[config.mk]
export PLATFORM = sky130hd
export DESIGN_NAME = mdio_mgmt_master
export DESIGN_NICKNAME = d
export VERILOG_FILES = /design/src/rtl/mdio_pkg.sv /design/src/rtl/mdio_clkgen.sv /design/src/rtl/mdio_frame.sv /design/src/rtl/mdio_seq.sv /design/src/rtl/mdio_mgmt_master.sv
export SDC_FILE = /design/constraint.sdc
export NUM_CORES = 1
export LEC_CHECK = 0
export CAP_MARGIN = 20
export CORE_UTILIZATION = 40
export DETAILED_ROUTE_END_ITERATION = 7
export DONT_BUFFER_PORTS = 1
export SLEW_MARGIN = 20
export SYNTH_ARGS = -nofsm -noshare
export SYNTH_HDL_FRONTEND = slang
export SYNTH_SLANG_ARGS = --single-unit
[constraint.sdc]
create_clock -name clk -period 2.8 [get_ports clk]
set_input_delay 0.56 -clock clk [delete_from_list [all_inputs] [get_ports clk]]
set_output_delay 0.56 -clock clk [all_outputs]
set_load 0.02 [all_outputs]
[src/rtl/mdio_pkg.sv]
`timescale 1ns/1ps
package mdio_pkg;
  localparam int PHY_W     = 5;
  localparam int REG_W     = 5;
  localparam int DATA_W    = 16;
  localparam int PRE_LEN   = 32;
  localparam int FRAME_LEN = PRE_LEN + 4 + PHY_W + REG_W + 2 + DATA_W;
  localparam int CNT_W     = $clog2(FRAME_LEN + 1);
  localparam int RELEASE_LEN = DATA_W + 2;

  localparam int CTL_W     = 5;
  localparam int CTL_NOPRE = 0;
  localparam int CTL_SCAN  = 1;
  localparam int CTL_STEP  = 2;
  localparam int CTL_RD    = 3;
  localparam int CTL_WR    = 4;

  localparam logic [1:0] START_CODE = 2'b01;
  localparam logic [1:0] TURN_WR    = 2'b10;
  localparam logic [1:0] TURN_RD    = 2'b11;
  localparam logic [PHY_W-1:0] PHY_TOP = '1;

  typedef enum logic [1:0] {
    OP_WR = 2'b01,
    OP_RD = 2'b10
  } mdio_op_e;

  typedef struct packed {
    mdio_op_e          op;
    logic [PHY_W-1:0]  phy;
    logic [REG_W-1:0]  regad;
    logic [DATA_W-1:0] wdata;
    logic              no_pre;
  } mdio_cmd_t;
endpackage

[src/rtl/mdio_clkgen.sv]
`timescale 1ns/1ps
module mdio_clkgen #(
  parameter int DIV_W = 8
) (
  input  logic             clk,
  input  logic             rst_n,
  input  logic             run,
  input  logic [DIV_W-1:0] div_cfg,
  output logic             mdc,
  output logic             rise_stb,
  output logic             end_stb
);
  localparam logic [DIV_W-1:0] MIN_HALF = DIV_W'(2);
  localparam logic [DIV_W-1:0] ONE      = DIV_W'(1);

  logic [DIV_W-1:0] half;
  logic [DIV_W-1:0] cnt;
  logic             last;

  // half period in clocks, floored at two so the divide is never below four
  always_comb begin
    half = div_cfg >> 1;
    if (half < MIN_HALF) half = MIN_HALF;
  end

  assign last     = (cnt >= half - ONE);
  assign rise_stb = run && !mdc && last;
  assign end_stb  = run && mdc && last;

  always_ff @(posedge clk or negedge rst_n) begin
    if (!rst_n) begin
      cnt <= '0;
      mdc <= 1'b0;
    end else if (!run) begin
      cnt <= '0;
      mdc <= 1'b0;
    end else if (last) begin
      cnt <= '0;
      mdc <= ~mdc;
    end else begin
      cnt <= cnt + ONE;
    end
  end
endmodule

[src/rtl/mdio_frame.sv]
`timescale 1ns/1ps
module mdio_frame
  import mdio_pkg::*;
(
  input  logic              clk,
  input  logic              rst_n,
  input  logic              start,
  input  mdio_cmd_t         cmd,
  input  logic              rise_stb,
  input  logic              end_stb,
  input  logic              mdio_i,
  output logic              busy,
  output logic              mdio_o,
  output logic              mdio_oe,
  output logic              done,
  output logic              is_rd,
  output logic [PHY_W-1:0]  phy_q,
  output logic [DATA_W-1:0] cap
);
  localparam logic [CNT_W-1:0] LEN_FULL  = CNT_W'(FRAME_LEN);
  localparam logic [CNT_W-1:0] LEN_SHORT = CNT_W'(FRAME_LEN - PRE_LEN);
  localparam logic [CNT_W-1:0] LEN_DATA  = CNT_W'(DATA_W);
  localparam logic [CNT_W-1:0] LEN_REL   = CNT_W'(RELEASE_LEN);
  localparam logic [CNT_W-1:0] ONE       = CNT_W'(1);

  logic [FRAME_LEN-1:0] word;
  logic [FRAME_LEN-1:0] sh;
  logic [CNT_W-1:0]     left;
  logic                 rd_cmd;

  assign rd_cmd = (cmd.op == OP_RD);

  always_comb begin
    word = {{PRE_LEN{1'b1}}, START_CODE, cmd.op, cmd.phy, cmd.regad,
            (rd_cmd ? TURN_RD : TURN_WR),
            (rd_cmd ? {DATA_W{1'b1}} : cmd.wdata)};
  end

  assign mdio_o  = busy ? sh[FRAME_LEN-1] : 1'b1;
  assign mdio_oe = busy && !(is_rd && (left <= LEN_REL));

  always_ff @(posedge clk or negedge rst_n) begin
    if (!rst_n) begin
      busy  <= 1'b0;
      sh    <= '0;
      left  <= '0;
      done  <= 1'b0;
      is_rd <= 1'b0;
      phy_q <= '0;
      cap   <= '0;
    end else begin
      done <= 1'b0;
      if (start && !busy) begin
        busy  <= 1'b1;
        sh    <= cmd.no_pre ? (word << PRE_LEN) : word;
        left  <= cmd.no_pre ? LEN_SHORT : LEN_FULL;
        is_rd <= rd_cmd;
        phy_q <= cmd.phy;
      end else if (busy) begin
        if (rise_stb && is_rd && (left <= LEN_DATA))
          cap <= {cap[DATA_W-2:0], mdio_i};
        if (end_stb) begin
          sh   <= sh << 1;
          left <= left - ONE;
          if (left == ONE) begin
            busy <= 1'b0;
            done <= 1'b1;
          end
        end
      end
    end
  end
endmodule

[src/rtl/mdio_seq.sv]
`timescale 1ns/1ps
module mdio_seq
  import mdio_pkg::*;
(
  input  logic              clk,
  input  logic              rst_n,
  input  logic              wr_go,
  input  logic              rd_go,
  input  logic              scan_en,
  input  logic              scan_step,
  input  logic              no_pre,
  input  logic [PHY_W-1:0]  base_phy,
  input  logic [REG_W-1:0]  reg_addr,
  input  logic [DATA_W-1:0] wr_data,
  input  logic              busy,
  output logic              start,
  output mdio_cmd_t         cmd
);
  logic [PHY_W-1:0] scan_phy;
  logic [PHY_W-1:0] scan_nxt;
  logic             take_scan;

  // priority: write command, then read command, then scan
  always_comb begin
    start     = 1'b0;
    take_scan = 1'b0;
    cmd.op     = OP_RD;
    cmd.phy    = base_phy;
    cmd.regad  = reg_addr;
    cmd.wdata  = wr_data;
    cmd.no_pre = no_pre;
    if (!busy) begin
      if (wr_go) begin
        start  = 1'b1;
        cmd.op = OP_WR;
      end else if (rd_go) begin
        start = 1'b1;
      end else if (scan_en) begin
        start     = 1'b1;
        take_scan = 1'b1;
        cmd.phy   = scan_phy;
      end
    end
  end

  assign scan_nxt = (scan_phy == PHY_TOP) ? base_phy : scan_phy + PHY_W'(1);

  // address advances when a scan frame is launched, so the next launch sees it
  always_ff @(posedge clk or negedge rst_n) begin
    if (!rst_n)                     scan_phy <= '0;
    else if (!scan_en)              scan_phy <= base_phy;
    else if (take_scan && scan_step) scan_phy <= scan_nxt;
  end
endmodule

[src/rtl/mdio_mgmt_master.sv]
`timescale 1ns/1ps
module mdio_mgmt_master
  import mdio_pkg::*;
#(
  parameter int DIV_W = 8
) (
  input  logic              clk,
  input  logic              rst_n,
  input  logic              ctl_we,
  input  logic [CTL_W-1:0]  ctl_wdata,
  output logic [CTL_W-1:0]  ctl_rdata,
  input  logic [PHY_W-1:0]  base_phy,
  input  logic [REG_W-1:0]  reg_addr,
  input  logic [DATA_W-1:0] wr_data,
  input  logic [DIV_W-1:0]  div_cfg,
  input  logic              done_clr,
  input  logic              mdio_i,
  output logic              mdc,
  output logic              mdio_o,
  output logic              mdio_oe,
  output logic              busy,
  output logic              done_flag,
  output logic [DATA_W-1:0] rd_data,
  output logic [PHY_W-1:0]  rd_phy
);
  logic [CTL_W-1:0]  ctl;
  logic              wr_prev, rd_prev;
  logic              wr_edge, rd_edge;
  logic              start;
  mdio_cmd_t         cmd;
  logic              rise_stb, end_stb;
  logic              fe_done, fe_is_rd;
  logic [PHY_W-1:0]  fe_phy;
  logic [DATA_W-1:0] fe_cap;

  always_ff @(posedge clk or negedge rst_n) begin
    if (!rst_n) begin
      ctl     <= '0;
      wr_prev <= 1'b0;
      rd_prev <= 1'b0;
    end else begin
      if (ctl_we) begin
        ctl <= ctl_wdata;
      end else begin
        ctl[CTL_WR] <= 1'b0;
        ctl[CTL_RD] <= 1'b0;
      end
      wr_prev <= ctl[CTL_WR];
      rd_prev <= ctl[CTL_RD];
    end
  end

  assign ctl_rdata = ctl;
  assign wr_edge   = ctl[CTL_WR] && !wr_prev;
  assign rd_edge   = ctl[CTL_RD] && !rd_prev;

  mdio_seq u_seq (
    .clk       (clk),
    .rst_n     (rst_n),
    .wr_go     (wr_edge),
    .rd_go     (rd_edge),
    .scan_en   (ctl[CTL_SCAN]),
    .scan_step (ctl[CTL_STEP]),
    .no_pre    (ctl[CTL_NOPRE]),
    .base_phy  (base_phy),
    .reg_addr  (reg_addr),
    .wr_data   (wr_data),
    .busy      (busy),
    .start     (start),
    .cmd       (cmd)
  );

  mdio_clkgen #(.DIV_W(DIV_W)) u_clk (
    .clk      (clk),
    .rst_n    (rst_n),
    .run      (busy),
    .div_cfg  (div_cfg),
    .mdc      (mdc),
    .rise_stb (rise_stb),
    .end_stb  (end_stb)
  );

  mdio_frame u_frame (
    .clk      (clk),
    .rst_n    (rst_n),
    .start    (start),
    .cmd      (cmd),
    .rise_stb (rise_stb),
    .end_stb  (end_stb),
    .mdio_i   (mdio_i),
    .busy     (busy),
    .mdio_o   (mdio_o),
    .mdio_oe  (mdio_oe),
    .done     (fe_done),
    .is_rd    (fe_is_rd),
    .phy_q    (fe_phy),
    .cap      (fe_cap)
  );

  always_ff @(posedge clk or negedge rst_n) begin
    if (!rst_n) begin
      done_flag <= 1'b0;
      rd_data   <= '0;
      rd_phy    <= '0;
    end else begin
      if (fe_done)       done_flag <= 1'b1;
      else if (done_clr) done_flag <= 1'b0;
      if (fe_done && fe_is_rd) begin
        rd_data <= fe_cap;
        rd_phy  <= fe_phy;
      end
    end
  end
endmodule

=== Word level (Yosys, flattened, before mapping) ===
Cells that the tools add are included.

* Input bits: 44
* Output and inout bits: 31
* Flip-flop bits (word level): 138

* Reduce and logical (&&, ||, !) cells: 23
* Equality and inequality tests: 5
* Bitwise logic cells: 2
* Add/sub/neg operators: 4
* Multiplexer cells: 42
* Magnitude comparators: 4

{| class="wikitable"
|+ Operator list
! cell !! count
|-
| 64-bit two-way mux || 4
|-
| 7-bit two-way mux || 6
|-
| 5-bit two-way mux || 6
|-
| 1-bit two-way mux || 21
|-
| 16-bit two-way mux || 1
|-
| 8-bit two-way mux || 2
|-
| 7-bit by 5-bit <= comparator with 1-bit output, second input constant || 2
|-
| 1-bit logical AND || 13
|-
| 8-bit by 1-bit adder with 8-bit output, second input constant || 1
|-
| 8-bit greater-or-equal comparator || 1
|-
| 8-bit by 1-bit subtractor with 8-bit output, second input constant || 1
|-
| 7-bit by 1-bit == test with 1-bit output, second input constant || 1
|-
| 7-bit by 2-bit < comparator with 1-bit output, second input constant || 1
|-
| 7-bit by 1-bit subtractor with 7-bit output, second input constant || 1
|-
| 2-bit nonzero test || 3
|-
| 5-bit by 1-bit adder with 5-bit output, second input constant || 1
|-
| 5-bit == test, second input constant || 1
|-
| 1-bit logical NOT || 5
|-
| 2-bit two-way mux || 2
|-
| 3-bit AND reduction || 1
|-
| 2-bit == test, second input constant || 1
|-
| 2-bit by 1-bit inequality test with 1-bit output, second input constant || 1
|-
| 2-bit inequality test, second input constant || 1
|-
| 1-bit NOT || 2
|-
| 2-bit AND reduction || 1
|}

=== Logic depth before layout (Yosys ltp) ===
Gate-level depths: netlist (run 1).

* Depth after elaboration: 9
* Gate-level depth with buffers: 15
* Mapped depth without buffers: 13

=== By module ===
From an unflattened synthesis (run 1), not the netlist that was laid out.

* Cell total of the unflattened synthesis: 624
* Area, all modules: 6751.5 µm²

{| class="wikitable"
|+ By module, submodules not included
! module !! cells each !! times used !! area an instance (µm²)
|-
| mdio_frame || 426 || 1 || 4304.1
|-
| mdio_mgmt_master || 62 || 1 || 1137.3
|-
| mdio_clkgen || 75 || 1 || 726.9
|-
| mdio_seq || 61 || 1 || 583.1
|}

=== Worst setup path after synthesis (run 1) ===
No wires, ideal clock.

* Kind: in2reg
* Start: in div_cfg[4]
* End: reg u_frame.cap[10]
* Required time: 2.673 ns
* Setup time: 0.127 ns
* Buffers on the path: 2
* Arrival time: 3.704 ns
* Setup slack: -1.031 ns
* Cell stages on the path: 15
* Cells stage by stage: or3_1 nor3_1 inv_1 o21ai_0 ha_1 nand2_1 xor2_1 ha_1 nand2_1 a211o_1 o221a_1 buf_2 a211oi_4 buf_6 mux2_1

* Longest elaborated chain between the ends: 8

{| class="wikitable"
|+ Ends and longest elaborated chain
! what !! RTL line !! RTL
|-
| from (decl) || mdio_mgmt_master.sv:15 || <nowiki>input logic [DIV_W-1:0] div_cfg,</nowiki>
|-
| 7-bit by 2-bit < comparator with 1-bit output || mdio_clkgen.sv:23 || <nowiki>if (half < MIN_HALF) half = MIN_HALF;</nowiki>
|-
| 7-bit two-way mux (*) || mdio_clkgen.sv:23 ||
|-
| 8-bit by 1-bit subtractor with 8-bit output (*) || mdio_clkgen.sv:26 || <nowiki>assign last = (cnt >= half - ONE);</nowiki>
|-
| 8-bit greater-or-equal comparator (*) || mdio_clkgen.sv:26 ||
|-
| 1-bit logical AND (*) || mdio_clkgen.sv:27 || <nowiki>assign rise_stb = run && !mdc && last;</nowiki>
|-
| 1-bit logical AND (*) (2 in series) || mdio_frame.sv:60 || <nowiki>if (rise_stb && is_rd && (left <= LEN_DATA))</nowiki>
|-
| 3-bit AND reduction (no source line) (*) || - ||
|-
| to (signal assigned) || mdio_frame.sv:61 || <nowiki>cap <= {cap[DATA_W-2:0], mdio_i};</nowiki>
|-
| to (decl) || mdio_frame.sv:18 || <nowiki>output logic [DATA_W-1:0] cap</nowiki>
|}

Every way passes the cells marked *; elsewhere a longest branch is shown, timed or not.
A chain may end at the register's enable or synchronous reset.

=== Final worst setup path (run 1) ===
* Start: in div_cfg[4]
* End: reg u_frame.sh[24]

* Longest elaborated chain between the ends: 7

{| class="wikitable"
|+ Ends and longest elaborated chain
! what !! RTL line !! RTL
|-
| 7-bit by 2-bit < comparator with 1-bit output || mdio_clkgen.sv:23 ||
|-
| 7-bit two-way mux (*) || mdio_clkgen.sv:23 ||
|-
| 8-bit by 1-bit subtractor with 8-bit output (*) || mdio_clkgen.sv:26 ||
|-
| 8-bit greater-or-equal comparator (*) || mdio_clkgen.sv:26 ||
|-
| 1-bit logical AND (*) || mdio_clkgen.sv:28 || <nowiki>assign end_stb = run && mdc && last;</nowiki>
|-
| 2-bit nonzero test (no source line) (*) || - ||
|-
| 2-bit AND reduction (no source line) (*) || - ||
|-
| to (signal assigned) || mdio_frame.sv:55 || <nowiki>sh <= cmd.no_pre ? (word << PRE_LEN) : word;</nowiki>
|-
| to (signal assigned) || mdio_frame.sv:63 || <nowiki>sh <= sh << 1;</nowiki>
|-
| to (decl) || mdio_frame.sv:27 || <nowiki>logic [FRAME_LEN-1:0] sh;</nowiki>
|}

Marked as above.

==> metrics.cfg, run 1 <==
[placed_design]
dp_worst_setup_slack_ns = -0.863
place_congestion = 0.761
post-dp-hpwl_um = 9920
place_area_sq_mm = 0.00700
io_buffers = 0

[timing]
setup_violations = 89
rsz0062_at_grt = yes
slew_headroom = 0.424
hold_viol_final = 138
whs_ns = -0.165
drv_slew = 0
worst_slack_ns = -0.295
min_period_over_period = 1.11
worst_pin_slew_ns = 0.861
finalCriticalPeriod_ns = 3.09
clock.fmax_ghz = 0.323
tns_ns = -20.05
finalClockSkew_ns = 0.0129

[die]
die_h_um = 130
ios = 75
start_util = 0.411
die_w_um = 130
dieArea_sq_mm = 0.0169
coreArea_sq_mm = 0.0159
fp-row-count = 46

[yosys]
synth_nets = 696
yosysMostFrequentCell = dfrtp_1
synth_ff_type = dfrtp_1
yosysTopAreaCellShare = 0.526
synth-seq-cells = 138
synth_edf_count = 0
netlist_instances = 637
syn-cell-area_sq_mm = 0.00656
yosysWarningCount = 0
avgSynthCellArea_sq_um = 10.3
synth_area_leaders = dfrtp_1 53%, o21ai_0 6.4%, a31oi_1 5.1%
async_reset_ff_frac = 1.00
synth_cell_type_count = 51
synth_top_area_cell = dfrtp_1
synth_common_cells = 138 x dfrtp_1, 84 x o21ai_0, 54 x a31oi_1, 47 x a21oi_1, 40 x nor2_1
seq_area_frac_synth = 0.526

[grt]
grt_pass1_vias = 4986
antenna_found_initial = 0
grt_max_degree = 139
grt.overflow.total = 0
grt_pass1_wl_um = 25900
gr-usage-all-layers = 0.198

[layout]
area_growth_pct = 26.7
final_area_sq_mm = 0.00831
layout.nets = 714
seq_area_sq_mm = 0.00345
drive_above_1_share = 0.257
fillers = 1420
num_antenna_cells = 0
multi_input_area_sq_mm = 0.00334

[route]
highest_layer = met4
wl_met3_um = 947
dr.pass1.iters = 5
drt-met1-wl_um = 7160
wirelength_um = 16400
via_count = 5158
wl_per_cell_um = 18.6
drtAntennaViolNets = 0
routed_via_density = 5.83
dr_wl_met2_um = 8040
drt-initial-drc-count = 447
drc = 0

[cts]
cts_sinks = 138
insertion_delay_ns = 0.43
path_clk_slew_ns = 0.06
clock_path_buffers = 2
cts_root_buffer = clkbuf_16
htreeDepth = 4
numCtsBuffers = 17
cts_tree = built

[outcome]
violations = hold timing, setup timing
status = finished with violations

[pwr]
p_leak_nw = 3.61
ir_drop_mv = 0.583
power-per-cell-area_mw_per_mm2 = 816

[worst_setup_path]
worstPathMaxFanout = 9
setup.worst_path.end_class = flip-flop
crit_type = primary input to flip-flop
crit_path_start = div_cfg[4]
cp.required_ns = 3.10
crit_path_start_kind = primary input
r2r_cells = 4
reg2reg_from = u_frame.busy
arrival_ns = 3.40

[job]
max_cap_viol_count = 0

[worst_hold_path]
min_path_type = primary input to async pin

repair_timing:
item	CTS	global route
buffers inserted	8	5
endpoints found under the setup margin	97	98
cloned	2	5
pin swaps	31	46
hold endpoints to repair	138	138
gates resized for setup	30	64
per-stage QoR:
stage,total power [W],utilization,std cells
after floorplan,0.00362,-,637
after global placement,0.00399,0.439,836
after detailed placement,0.00405,0.439,836
after CTS,0.00648,0.494,878
after global routing,0.00713,0.521,884
final,0.00678,0.521,884
path summary, 6_finish.rpt:
kind | slack [ns] | endpoint
min in group clk | 0.22 | ctl_rdata[0]
min | -0.17 | rd_data[3]
min reg2reg | 0.48 | u_frame.phy_q[4]
max | -0.29 | u_frame.sh[24]
max in group asynchronous | 2.81 | u_frame.sh[33]
max reg2reg | 0.28 | u_frame.sh[10]
where the power goes:
group	leakage (nW)	switching, W	internal, W
clock network	0.285	0.000849	0.00138
registers	1.80	0.000298	0.00233
logic	1.52	0.00108	0.000845
total	3.61	0.00222	0.00456
placed cells by master, fill, tap and decap left out, types with 4 or more instances in the layout:
master,n
mux2_2,22
a31oi_1,44
dfrtp_1,138
buf_6,11
nor3_1,12
a31oi_4,9
a22oi_1,16
nand2_1,23
a21oi_1,40
a22oi_2,4
xnor2_1,4
buf_4,26
a21oi_2,6
a311o_1,4
clkbuf_16,21
o21ai_1,26
clkinv_2,4
ha_1,13
o21ai_0,58
inv_1,9
and3_1,7
xor2_1,6
nand3_1,16
nand2b_1,5
mux2_4,17
buf_12,8
nor2_1,39
mux2i_1,10
per-layer routing:
| metal | track usage | up-vias |
|---|---|---|
| met5 | 0 | - |
| met4 | 0.0684 | 0 |
| met3 | 0.0541 | 26 |
| met2 | 0.315 | 168 |
| met1 | 0.260 | 2579 |
| li1 | - | 2385 |
kinds of logic after synthesis:
family | Yosys count | synth area share
AO/OA/AOI/OAI | 230 | 0.211
flip-flops | 138 | 0.526
AND/OR/NAND/NOR | 130 | 0.0956
buffers and inverters | 62 | 0.0399
multiplexers | 49 | 0.0822
adder cells (fa/ha/maj) | 15 | 0.0286
XOR/XNOR | 12 | 0.0160
other | 1 | 0.000572
critical path, cell delays in order:
cell	delay [ns]
or3_4	0.39
nor3_4	0.13
inv_1	0.07
o21ai_2	0.17
buf_4	0.14
buf_4	0.09
ha_1	0.21
nand2b_4	0.15
a2111oi_4	0.29
buf_4	0.19
o221ai_4	0.11
buf_12	0.15
buf_4	0.15
buf_16	0.14
and3_1	0.16
a311o_1	0.31
area by class of cell:
cell class | instances | share of cell area
clock buffers | 21 | 0.0566
clock inverters | 11 | 0.0145
inverters | 10 | 0.00452
multi-input cells | 437 | 0.402
flip-flops and latches | 138 | 0.415
well taps | 216 | 0.0325
repair buffers | 51 | 0.0748
flip-flops by register name, summed over array words and instances, names as in the netlist:
signal          flops
rd_phy              5
done_flag           1
u_seq.scan_phy      5
u_frame.done        1
u_frame.busy        1
u_clk.mdc           1
rd_data            16
u_frame.left        7
u_frame.is_rd       1
rd_prev             1
u_frame.sh         64
u_frame.phy_q       5
u_frame.cap        16
wr_prev             1
u_clk.cnt           8
ctl_rdata           5
Power figures use the tool's default switching activity.
==> run 2: changes to the inputs <==
--- a/config.mk
+++ b/config.mk
@@ -6,9 +6,10 @@
 export NUM_CORES = 1
 export LEC_CHECK = 0
 export CAP_MARGIN = 20
-export CORE_UTILIZATION = 40
+export CORE_UTILIZATION = 63
 export DETAILED_ROUTE_END_ITERATION = 7
 export DONT_BUFFER_PORTS = 1
+export PLACE_DENSITY = 0.79
 export SLEW_MARGIN = 20
 export SYNTH_ARGS = -nofsm -noshare
 export SYNTH_HDL_FRONTEND = slang
==> run 2 against run 1 <==
Power shrank 1.0%. Combinational power hardly changed. Clock-buffer cell count decreased by 4. Fmax fell by 0.42%. Critical endpoint unchanged. Global-route usage is 11 points higher. The run still ends with hold timing, setup timing left. Utilization up 28 points. Sequential cell count stayed put. Final area is 3.5% lower. Critical path depth shrank 4. Setup slack worse by 0.013 ns. Die area shrank 36%. Register-to-register slack worse by 0.10 ns. Highest routed layer unchanged.
==> metrics.cfg, run 2 (same netlist as run 1, synthesis figures left out) <==
[die]
fp-row-count = 36
dieArea_sq_mm = 0.0108
ios = 75
coreArea_sq_mm = 0.00995
die_w_um = 104
start_util = 0.659
die_h_um = 104

[layout]
layout.nets = 704
drive_above_1_share = 0.243
fillers = 516
multi_input_area_sq_mm = 0.00324
largest_reg_flops = 64
final_cell_mix = 138 x dfrtp_1, 59 x o21ai_0, 47 x a31oi_1, 44 x a21oi_1, 39 x nor2_1
final_util = 0.806
num_antenna_cells = 0
area_growth_pct = 22.3
largest_register = u_frame.sh
seq_area_sq_mm = 0.00345
stdcell_count = 791
reg_top3 = u_frame.sh (64), rd_data (16), u_frame.cap (16)
layout_commonest_cell = dfrtp_1

[worst_setup_path]
cp.buffers_inverters = 4
cp_slowest_cell = nor4_1
crit_path_start_kind = primary input
cp.required_ns = 3.21
cpLargestDelayFamily = simple AND/OR/NAND/NOR gates
cp_cell_sequence = or3_4, buf_4, nor4_1, xnor2_1, ha_1, a21oi_1, buf_4, o221ai_4, buf_12, buf_8, and3_1, a311o_1
arrival_ns = 3.51
crit_type = primary input to flip-flop
critPathMaxStageDelay_ns = 0.40
setup.worst_path.end_class = flip-flop
worstPathMaxFanout = 8
cp_common_cell = buf_4

[cts]
insertion_delay_ns = 0.54
cts_tree = built
path_clk_slew_ns = 0.06
cts_sinks = 138
htreeDepth = 4
clock_path_buffers = 2
cts_root_buffer = clkbuf_8
numCtsBuffers = 17

[pwr]
ir_drop_mv = 0.586
p_leak_nw = 3.52
power-per-cell-area_mw_per_mm2 = 836

[timing]
worst_pin_slew_ns = 0.848
clock.fmax_ghz = 0.322
finalCriticalPeriod_ns = 3.11
hold_viol_final = 138
drv_slew = 0
slew_headroom = 0.433
setup_violations = 89
min_period_over_period = 1.11
worst_slack_ns = -0.308
rsz0062_at_grt = yes
finalClockSkew_ns = 0.0118
whs_ns = -0.284

[placed_design]
io_buffers = 0
placed_cells = 747
place_congestion = 0.821
post-dp-hpwl_um = 9310

[grt]
gr-usage-all-layers = 0.309
grt_pass1_vias = 5280
grt.overflow.total = 0
antenna_found_initial = 0
grt_pass1_wl_um = 26400
grt_max_degree = 139

[worst_hold_path]
min_path_type = primary input to async pin

[route]
drtAntennaViolNets = 0
drc = 0
wirelength_um = 18100
via_count = 5540
routed_via_density = 7.00
drt-initial-drc-count = 911
wl_per_cell_um = 22.9
dr.pass1.iters = 6

[job]
max_cap_viol_count = 0

[outcome]
violations = hold timing, setup timing
status = finished with violations

[run 2: cell types whose count changed in the layout (fill, tap and decap cells not counted), sizes merged]
cell and change:
buf -10, clkinvlp -1, inv +6, bufinv -1, clkbuf -4
[run 2: layout make-up]
type                    instances  area share
well taps                     133      0.0207
repair buffers                 41      0.0716
flip-flops and latches        138       0.430
inverters                      10     0.00468
multi-input cells             437       0.404
clock inverters                15      0.0173
clock buffers                  17      0.0516
[run 2: report_power, final]
group | total (W) | internal (W) | switching (W)
Combinational | 0.00191 | 0.000816 | 0.00109
Clock | 0.00213 | 0.00119 | 0.000937
Sequential | 0.00267 | 0.00233 | 0.000337
[run 2: final timing paths]
check                                  from          endpoint  slack [ns]  cells after the start
max                              div_cfg[4]    u_frame.sh[24]       -0.31                     12
max in group asynchronous             rst_n    u_frame.sh[44]        2.90                      0
min                                   rst_n        rd_data[3]       -0.28                      0
min in group clk                     ctl_we      ctl_rdata[1]        0.12                      1
min reg2reg                u_frame.phy_q[0]  u_frame.phy_q[0]        0.48                      2
max reg2reg                    ctl_rdata[4]    u_frame.sh[59]        0.18                      5
[run 2: what timing repair did]
item / CTS / global route
gates resized for setup: 46 / 32
buffers inserted: 3 / 1
cloned: 3 / 5
endpoints found under the hold margin: 138 / 138
pin swaps: 6 / 51
setup endpoints to repair: 90 / 89
[run 2: routing by layer]
layer,vias to the layer above,GRT usage,wire (um),share of wire
met5,-,0,0,0
met4,0,0.119,680,0.038
met3,88,0.0746,1460,0.081
met2,358,0.504,9010,0.50
met1,2730,0.402,6950,0.38
li1,2364,-,-,-
[run 2: stage by stage]
stage | instance area [sq um] | hold WS (ns) | power [W] | setup TNS, ns | setup slack, ns
floorplan | 6650 | 0.264 | 0.00362 | -49.12 | -0.899
global placement | 6840 | 0.269 | 0.00394 | -62.54 | -0.778
detailed placement | 6840 | 0.267 | 0.00401 | -71.51 | -0.890
CTS | 7730 | -0.298 | 0.00636 | -3.78 | -0.161
global route | 8020 | -0.297 | 0.00694 | -20.76 | -0.341
finish | 8020 | -0.284 | 0.00671 | -15.88 | -0.308
==> run 3: changes to the inputs <==
--- a/config.mk
+++ b/config.mk
@@ -9,7 +9,7 @@
 export CORE_UTILIZATION = 63
 export DETAILED_ROUTE_END_ITERATION = 7
 export DONT_BUFFER_PORTS = 1
-export PLACE_DENSITY = 0.79
+export PLACE_DENSITY = 0.82
 export SLEW_MARGIN = 20
 export SYNTH_ARGS = -nofsm -noshare
 export SYNTH_HDL_FRONTEND = slang
==> run 3 against run 2 <==
Clock skew is 0.0024 ns higher. Clock power about the same. Global-route usage increased by 0.99 points. Register-to-register slack lost 0.11 ns. Setup slack better by 0.078 ns. Power is 4.0% higher. The flow finishes with violations (DRC, hold timing, setup timing). Final cell count up 0.76%. Non-clock buffer count up 6. Final area increased by 1.2%. Sequential share of layout area is 0.50 points lower. Worst hold slack worse by 0.0052 ns. Die area did not move.
==> metrics.cfg, run 3 (same netlist as run 1, synthesis figures left out) <==
[outcome]
status = finished with violations
violations = DRC, hold timing, setup timing

[placed_design]
place_area_sq_mm = 0.00682
post-dp-hpwl_um = 9500
place_congestion = 0.858
dp_worst_setup_slack_ns = -0.942
io_buffers = 0

[timing]
slew_headroom = 0.406
drv_slew = 0
whs_ns = -0.289
worst_pin_slew_ns = 0.889
setup_violations = 96
clock.fmax_ghz = 0.330
rsz0062_at_grt = yes
finalCriticalPeriod_ns = 3.03
hold_viol_final = 138
finalClockSkew_ns = 0.0142
min_period_over_period = 1.08
worst_slack_ns = -0.230

[die]
ios = 75
fp-row-count = 36
dieArea_sq_mm = 0.0108
die_w_um = 104
coreArea_sq_mm = 0.00995
die_h_um = 104
start_util = 0.659

[grt]
grt_pass1_vias = 5526
grt_pass1_wl_um = 27500
gr-usage-all-layers = 0.319
grt.overflow.total = 0
antenna_found_initial = 0
grt_max_degree = 139

[cts]
htreeDepth = 4
path_clk_slew_ns = 0.07
insertion_delay_ns = 0.54
cts_sinks = 138
clock_path_buffers = 2
numCtsBuffers = 17
cts_tree = built
cts_root_buffer = clkbuf_8

[route]
drc = 1
drt-initial-drc-count = 880
drtAntennaViolNets = 0
wirelength_um = 19300
routed_via_density = 7.15
via_count = 5695
dr.pass1.iters = 8
wl_per_cell_um = 24.2

[layout]
layout_commonest_cell = dfrtp_1
reg_top3 = u_frame.sh (64), rd_data (16), u_frame.cap (16)
final_cell_mix = 138 x dfrtp_1, 50 x a31oi_1, 47 x o21ai_0, 46 x a21oi_1, 32 x nor2_1
drive_above_1_share = 0.264
seq_area_sq_mm = 0.00345
largest_reg_flops = 64
fillers = 499
area_growth_pct = 23.7
final_area_sq_mm = 0.00812
num_antenna_cells = 0
largest_register = u_frame.sh
layout.nets = 710
multi_input_area_sq_mm = 0.00325

[pwr]
p_leak_nw = 3.58
ir_drop_mv = 0.732
power-per-cell-area_mw_per_mm2 = 860

[worst_setup_path]
arrival_ns = 3.45
crit_path_start_kind = primary input
setup.worst_path.end_class = flip-flop
critPathMaxStageDelay_ns = 0.39
worstPathMaxFanout = 9
cp_cell_sequence = or3_4, nor3_4, buf_4, nor2_1, ha_4, nand2_2, xor2_1, ha_1, nand2_2, a211o_1, buf_4, o221ai_4, buf_12, buf_12, buf_16, and3_1, a311o_1
cp.required_ns = 3.22
cp_slowest_cell = or3_4
crit_type = primary input to flip-flop

[job]
max_cap_viol_count = 0

[worst_hold_path]
min_path_type = primary input to async pin

==> run 3: final cells by class <==
class,instances,area share
clock inverters,15,0.0177
clock buffers,17,0.0510
multi-input cells,437,0.401
well taps,133,0.0205
flip-flops and latches,138,0.425
inverters,10,0.00462
repair buffers,47,0.0801
==> run 3: path summary, 6_finish.rpt <==
path	start	cells past startpoint	end	slack, ns
hold / removal	rst_n	0	rd_data[0]	-0.29
min in group clk	ctl_we	1	ctl_rdata[0]	0.12
setup reg to reg	ctl_rdata[4]	5	u_frame.sh[56]	0.07
hold reg to reg	u_frame.done	1	done_flag	0.50
setup / recovery	div_cfg[3]	17	u_frame.sh[24]	-0.23
max in group asynchronous	rst_n	0	wr_prev	2.83
==> run 3: what timing repair did <==
action,4_1_cts,5_1_grt
gates resized for setup,35,65
pin swaps,13,17
hold endpoints to repair,138,138
gates cloned,6,3
endpoints found under the setup margin,96,98
setup buffers,7,5
==> run 3: worst max-delay path, delay by kind of cell <==
family,cells,cell delay [ns]
xor gates and xnor gates,1,0.21
adders and majority gates,2,0.46
and+or+nand+nor,6,0.91
buffers and inverters,5,0.72
AOI/OAI and AO/OA,3,0.56
==> run 3: metrics by stage <==
| stage | hold WS (ns) | utilization | TNS, ns | cells | total power, W |
|---|---|---|---|---|---|
| after CTS | -0.295 | 0.780 | -12.02 | 789 | 0.00639 |
| after global placement | 0.269 | 0.685 | -65.35 | 744 | 0.00392 |
| final | -0.289 | 0.815 | -11.60 | 797 | 0.00698 |
| after global routing | -0.311 | 0.815 | -23.74 | 797 | 0.00720 |
| after floorplan | 0.264 | - | -49.12 | 637 | 0.00362 |
| after detailed placement | 0.268 | 0.685 | -76.40 | 744 | 0.00401 |
==> run 3: layer usage <==
| metal | global-route usage | vias to the layer above | routed length [um] |
|---|---|---|---|
| met5 | 0 | - | 0 |
| met4 | 0.148 | 0 | 714 |
| met3 | 0.0808 | 92 | 1860 |
| met2 | 0.523 | 443 | 9370 |
| met1 | 0.398 | 2773 | 7330 |
| li1 | - | 2387 | - |
==> run 3: power by group <==
group | total, W | switching (W) | leakage [nW] | internal (W)
registers | 0.00267 | 0.000342 | 1.80 | 0.00233
clock network | 0.00215 | 0.00102 | 0.270 | 0.00114
logic | 0.00215 | 0.00122 | 1.51 | 0.000926
